===== src/rtl/bcd2bin_pkg.sv =====
package bcd2bin_pkg;
  localparam int DIG_W   = 4;
  localparam int N_DIG   = 2;
  localparam int RADIX   = 10;
  localparam int BCD_W   = DIG_W * N_DIG;
  localparam int BIN_W   = 7;
  localparam int SLICE_W = 4;
  localparam int N_SLICE = 2;
  localparam int ACC_W   = SLICE_W * N_SLICE;
  localparam int N_LEAF  = BCD_W;

  // decimal weight of bit k in packed BCD
  function automatic int bit_weight(input int k);
    int w;
    w = 1;
    for (int d = 0; d < k / DIG_W; d++) w = w * RADIX;
    return w << (k % DIG_W);
  endfunction
endpackage


===== src/rtl/bcd2bin_adder4.sv =====
module bcd2bin_adder4 import bcd2bin_pkg::*; (
  input  logic [SLICE_W-1:0] a,
  input  logic [SLICE_W-1:0] b,
  input  logic               ci,
  output logic [SLICE_W-1:0] s,
  output logic               co
);
  logic [SLICE_W:0] full;
  assign full = {1'b0, a} + {1'b0, b} + {{SLICE_W{1'b0}}, ci};
  assign s  = full[SLICE_W-1:0];
  assign co = full[SLICE_W];
endmodule


===== src/rtl/bcd2bin_chain.sv =====
module bcd2bin_chain import bcd2bin_pkg::*; (
  input  logic [ACC_W-1:0] a,
  input  logic [ACC_W-1:0] b,
  output logic [ACC_W-1:0] s,
  output logic             co
);
  logic [N_SLICE:0] c;
  assign c[0] = 1'b0;
  for (genvar j = 0; j < N_SLICE; j++) begin : g_slice
    bcd2bin_adder4 u_add (
      .a (a[j*SLICE_W +: SLICE_W]),
      .b (b[j*SLICE_W +: SLICE_W]),
      .ci(c[j]),
      .s (s[j*SLICE_W +: SLICE_W]),
      .co(c[j+1])
    );
  end
  assign co = c[N_SLICE];
endmodule


===== src/rtl/bcd2bin_digit_chk.sv =====
module bcd2bin_digit_chk import bcd2bin_pkg::*; (
  input  logic [DIG_W-1:0] digit,
  output logic             over
);
  assign over = (int'(digit) > RADIX - 1);
endmodule


===== src/rtl/bcd2bin_conv.sv =====
module bcd2bin_conv import bcd2bin_pkg::*; #(
  parameter bit OUT_REG = 1'b1
) (
  input  logic             clk,
  input  logic             rst,
  input  logic             in_valid,
  output logic             in_ready,
  input  logic [BCD_W-1:0] bcd_in,
  output logic             out_valid,
  input  logic             out_ready,
  output logic [BIN_W-1:0] bin_out,
  output logic             bad_digit
);
  localparam int N_NODE = 2 * N_LEAF;

  // heap-ordered tree: leaves at N_LEAF..N_NODE-1, root at 1
  logic [ACC_W-1:0] node [1:N_NODE-1];
  logic [N_LEAF-1:1] carry;
  logic [N_DIG-1:0]  over;
  logic              spare;
  logic [BIN_W-1:0]  sum_c;
  logic              bad_c;

  for (genvar k = 0; k < N_LEAF; k++) begin : g_leaf
    localparam logic [ACC_W-1:0] W = ACC_W'(bit_weight(k));
    assign node[N_LEAF + k] = bcd_in[k] ? W : '0;
  end

  for (genvar i = 1; i < N_LEAF; i++) begin : g_node
    bcd2bin_chain u_sum (
      .a (node[2*i]),
      .b (node[2*i+1]),
      .s (node[i]),
      .co(carry[i])
    );
  end

  for (genvar d = 0; d < N_DIG; d++) begin : g_dig
    bcd2bin_digit_chk u_chk (
      .digit(bcd_in[d*DIG_W +: DIG_W]),
      .over (over[d])
    );
  end

  // bits above the result can only be set when a digit is already bad
  assign spare = (|carry) | (|node[1][ACC_W-1:BIN_W]);
  assign sum_c = node[1][BIN_W-1:0];
  assign bad_c = (|over) | spare;

  if (OUT_REG) begin : g_reg
    logic             v_q;
    logic [BIN_W-1:0] sum_q;
    logic             bad_q;
    assign in_ready = !v_q || out_ready;
    always_ff @(posedge clk) begin
      if (rst) begin
        v_q   <= 1'b0;
        sum_q <= '0;
        bad_q <= 1'b0;
      end else if (in_ready) begin
        v_q <= in_valid;
        if (in_valid) begin
          sum_q <= sum_c;
          bad_q <= bad_c;
        end
      end
    end
    assign out_valid = v_q;
    assign bin_out   = sum_q;
    assign bad_digit = bad_q;
  end else begin : g_comb
    assign in_ready  = out_ready;
    assign out_valid = in_valid;
    assign bin_out   = sum_c;
    assign bad_digit = bad_c;
  end
endmodule


===== config.mk =====
export PLATFORM = sky130hd
export DESIGN_NAME = bcd2bin_conv
export DESIGN_NICKNAME = d
export VERILOG_FILES = /design/src/rtl/bcd2bin_pkg.sv /design/src/rtl/bcd2bin_adder4.sv /design/src/rtl/bcd2bin_chain.sv /design/src/rtl/bcd2bin_digit_chk.sv /design/src/rtl/bcd2bin_conv.sv
export SDC_FILE = /design/constraint.sdc
export NUM_CORES = 1
export LEC_CHECK = 0
export ABC_CLOCK_PERIOD_IN_PS = 1900
export BUFFER_PORTS_ARGS = -buffer_cell sky130_fd_sc_hd__buf_2
export CAP_MARGIN = 10
export CORE_MARGIN = 2
export CORE_UTILIZATION = 40
export CTS_CLUSTER_DIAMETER = 100
export DETAILED_ROUTE_END_ITERATION = 8
export GPL_TIMING_DRIVEN = 0
export HOLD_SLACK_MARGIN = 0.06
export PLACE_DENSITY = 0.67
export REMOVE_ABC_BUFFERS = 1
export SYNTH_ARGS = -nofsm -noshare
export SYNTH_HDL_FRONTEND = slang
export SYNTH_SLANG_ARGS = --single-unit
export TNS_END_PERCENT = 5

===== constraint.sdc =====
create_clock -name clk -period 1.9 [get_ports clk]
set_input_delay 0.095 -clock clk [delete_from_list [all_inputs] [get_ports clk]]
set_output_delay 0.095 -clock clk [all_outputs]
set_load 0.03 [all_outputs]

# After elaboration in Yosys (flattened, before gate mapping)
# Cells that the tools add are included.
# classes
muxes	8
n_mul	0
bitwise_logic	2
magnitude_cmp	2
addsub	21
reduce_logical	5
shifts	0
n_div	0
n_eq_ne	0
# op_table
op	n
4-bit by 4-bit adder with 5-bit output	8
5-bit by 1-bit adder with 5-bit output	6
4-bit greater-than comparator, second input constant	2
4-bit two-way mux	2
7-bit two-way mux	1
7-bit OR reduction	1
6-bit two-way mux	1
3-bit by 4-bit adder with 5-bit output	1
5-bit by 1-bit adder with 5-bit output, second input constant	1
5-bit two-way mux	1
1-bit by 1-bit adder with 2-bit output, both inputs constant	2
2-bit by 3-bit adder with 4-bit output	1
1-bit by 2-bit adder with 3-bit output	1
3-bit two-way mux	1
1-bit by 1-bit adder with 2-bit output, first input constant	1
2-bit two-way mux	1
1-bit OR	2
2-bit AND reduction	1
2-bit OR reduction	1
1-bit zero test	1
1-bit logical OR	1
1-bit two-way mux	1
# word_totals
ff_bits	9
ramBits	0
latchBits	0
mem_bits_ro	0
in_bits	12
n_memories	0

# Longest topological paths before layout
# logic_depth
ltp_word	10
depth_mapped	8

# Cells and area by module
# Synthesis repeated with hierarchy kept, for this count alone.
# unflattened
cells_unflattened	276
hier_area_um2	2418.6
# modules_own_cells
mod	instances	area_per_inst_um2	cells_each
bcd2bin_adder4	14	143.9	16
bcd2bin_conv	1	362.8	43
bcd2bin_chain	7	3.8	1
bcd2bin_digit_chk	2	7.5	1

# Worst setup path before layout
# Ideal clock, no wire load.
# synth_timing
path_type	input-to-reg
start	in bcd_in[4]
end	reg g_reg.sum_q[6] (netlist: bin_out[6])
path_buffers	0
t_required_ns	1.799
slack_ns	0.263
cell_stages	7
arrival_time_ns	1.536
cell_sequence	ha_1 > ha_1 > a21o_1 > ha_1 > ha_1 > xor2_1 > o41ai_1
# synth_between
elab_chain_cells	7
# synth_lines
element	line	source
from (decl)	bcd2bin_conv.sv:8	input logic [BCD_W-1:0] bcd_in,
4-bit two-way mux (*)	bcd2bin_conv.sv:26	assign node[N_LEAF + k] = bcd_in[k] ? W : '0;
4-bit by 4-bit adder with 5-bit output (*)	bcd2bin_adder4.sv:9	assign full = {1'b0, a} + {1'b0, b} + {{SLICE_W{1'b0}}, ci};
5-bit by 1-bit adder with 5-bit output	bcd2bin_adder4.sv:9	
4-bit by 4-bit adder with 5-bit output	bcd2bin_adder4.sv:9	
5-bit by 1-bit adder with 5-bit output	bcd2bin_adder4.sv:9	
4-bit by 4-bit adder with 5-bit output	bcd2bin_adder4.sv:9	
5-bit by 1-bit adder with 5-bit output (*)	bcd2bin_adder4.sv:9	
to (signal assigned)	bcd2bin_conv.sv:63	sum_q <= sum_c;
to (decl)	bcd2bin_conv.sv:52	logic [BIN_W-1:0] sum_q;
# Mark *: on every way between the ends. The rest lies on a longest branch, timed or not.
# A chain may end at the register's enable or synchronous reset.

# Worst setup path in the final report
# Ends and elaborated chain as after synthesis.

==> results.toml <==
[routing]
totalWireLength_um = 1150
wl_per_cell_um = 11.5
vias = 521
drt.antenna.violating_nets = 0
routed_via_density = 5.21
drtIter0Drc = 5
drc = 0
dr.pass1.iters = 2

[grt]
overflow = 0
grt_antenna_before_repair = 0
grt_max_degree = 12
grt_util_all_layers_pct = 15.0
grt_pass1_vias = 489
grt_pass1_wl_um = 1990

[cts]
post_cts_buffers = 0
cts_buffer_depth = 2
cts.sinks = 9
h-tree-depth = 1
cts_root_buf = "clkbuf_4"
cts_hold_buf = 0
cts_buffers = 3
clk_pin_slew_worst_paths_ns = 0.06
clock_latency_ns = 0.26
cts_tree = "built"
ctsResizeCount = 0

[layout]
n_fill_cell = 132
multiInputGateArea_um2 = 339
areaGrowthSynthToFinish_pct = 23.0
final_nets = 107
drive_gt1_share_pct = 30.6
final_util_pct = 53.4
fin_area_um2 = 703
final-seq-area_um2 = 180
insertedDiodeCount = 0

[worst_hold_path]
hold_class = "in2reg"

[sta]
setup_violations = 0
slew_viol_final = 0
relSlewSlack_pct = 79.8
final.setup_skew_ns = 0.00254
tightest_slew_ns = 0.303
period_minus_slack_ns = 1.57
max_freq_ghz = 0.635
min_period_over_period_pct = 82.8
rsz0062_at_grt = "no"
hold_violations = 0
layout_setup_ws_ns = 0.326
fin_tns_setup_ns = 0

[critical_path]
crit_chain = "buf_2 > ha_1 > ha_1 > a21o_1 > ha_1 > ha_1 > xor2_1 > o41ai_1"
startpoint_type = "input port"
cp_num_buf_inv = 1
worst_r2r_startpoint = "out_valid"
crit_cells = 8
endpoint_kind = "flop"
regToRegSetupSlack_ns = 0.72
worstPathArrival_ns = 1.73
cpPeakStageDelay_ns = 0.30
reg2reg_to = "bad_digit"
setup.worst_path.end = "bin_out[6]"
cp_max_fo = 2
crit_type = "in2reg"
cp_common_cell = "ha_1"
startpoint = "bcd_in[4]"
r2r_cells = 4
crit_required_ns = 2.06
critPathSlowestCell = "ha_1"
critical_path.top_delay_family = "adder cells"

[place]
pre_cts_ws_ns = 0.0541
port_buffers = 21
place_area_um2 = 677
post-dp-hpwl_um = 927
place_congestion = 0.747

[die]
ios = 22
die_h_um = 41.8
die_area_mm2 = 0.00175
fp.dieW_um = 41.8
rows = 13
start_util_pct = 43.4
core_area_mm2 = 0.00132

[yosys]
synth-edff-count = 0
synth_top_family_by_area = "compound AO/OA/AOI/OAI gates"
synth_top_cell_by_area = "dfxtp_1"
postSynth.asyncResetShare_pct = 0
synth_compound_area_share_pct = 23.9
synth_top_area_share_pct = 31.5
synthXorXnorAreaFrac_pct = 4.60
yosys.area_share.simple_pct = 8.53
ys_warn_count = 0
syn_avg_cell_area_um2 = 9.08
synthAdderAreaFrac_pct = 22.3
synth_area_leaders = "dfxtp_1, ha_1, a21oi_1"
yosys-top-cells-count = "dfxtp_1, inv_1, a21oi_1, o21ai_0, ha_1"
muxShareOfSynthArea_pct = 0
synthesis.area_um2 = 572
ys_seq_area_share_pct = 31.5
synth_cell_types = 19
syn_inst = 63
synth_seq_cells = 9
synth-main-ff-cell = "dfxtp_1"

[pwr]
leakage_nw = 0.359
peakVddDrop_uv = 496
powerDensity_mw_per_mm2 = 744
total_power_mw = 0.523

[run_status]
status = "completed"

[job]
max_cap_viol_count = 0
cells by family after synthesis:
group / count (synthesis)
AND/OR/NAND/NOR: 8
adder cells (fa/ha/maj): 9
buffers and inverters: 12
flip-flops: 9
AO/OA/AOI/OAI: 22
XOR/XNOR: 3
state kept, by name, summed over array words and instances (netlist names):
signal,flops
out_valid,1
bin_out,7
bad_digit,1
worst min-delay path by stage:
stage / startpoint / to / slack [ns] / cells past startpoint
floorplan: rst / bad_digit / 0.16 / 1
global placement: bcd_in[0] / bin_out[0] / 0.35 / 3
detailed placement: bcd_in[0] / bin_out[0] / 0.35 / 3
CTS: bcd_in[0] / bin_out[0] / 0.08 / 3
global route: bcd_in[0] / bin_out[0] / 0.10 / 3
finish: bcd_in[0] / bin_out[0] / 0.08 / 3
per-layer routing:
layer,up-vias,routed length [µm],GRT usage (%)
met2,11,596,25.3
met3,0,73,8.26
met1,246,477,16.8
met4,0,0,1.94
met5,-,0,0
li1,264,-,-
area by class of cell:
type / instances / area share (%)
clock buffer: 4 / 3.74
inverter: 9 / 4.80
multi-input combinational: 42 / 48.2
sequential: 9 / 25.6
tap: 15 / 2.67
timing repair buffer: 21 / 14.9
cell usage in the layout (no fill, tap or decap), types with 2 or more instances in the layout:
| cell | n |
|---|---|
| nand3_1 | 5 |
| dfxtp_1 | 9 |
| clkbuf_4 | 3 |
| a21oi_1 | 8 |
| ha_1 | 7 |
| a21o_1 | 2 |
| buf_2 | 21 |
| o21ai_0 | 8 |
| fa_1 | 2 |
| inv_1 | 9 |
| xnor2_1 | 2 |
worst register-to-register path, cell delays in order, from the launching register on:
cell and delay (ns):
dfxtp_1 0.32, nor2b_4 0.21, inv_1 0.19, o2111a_1 0.18, a211oi_2 0.20
through the flow:
step                hold WS, ns  instances
global route              0.104        100
global placement          0.350         96
finish                   0.0823        100
detailed placement        0.355         96
floorplan                 0.160         60
CTS                      0.0774        100
power by group:
part | internal, mW | switching (mW)
Combinational | 0.0630 | 0.0995
Sequential | 0.206 | 0.00705
Clock | 0.0809 | 0.0667
Total | 0.350 | 0.173
Power figures use the tool's default switching activity.
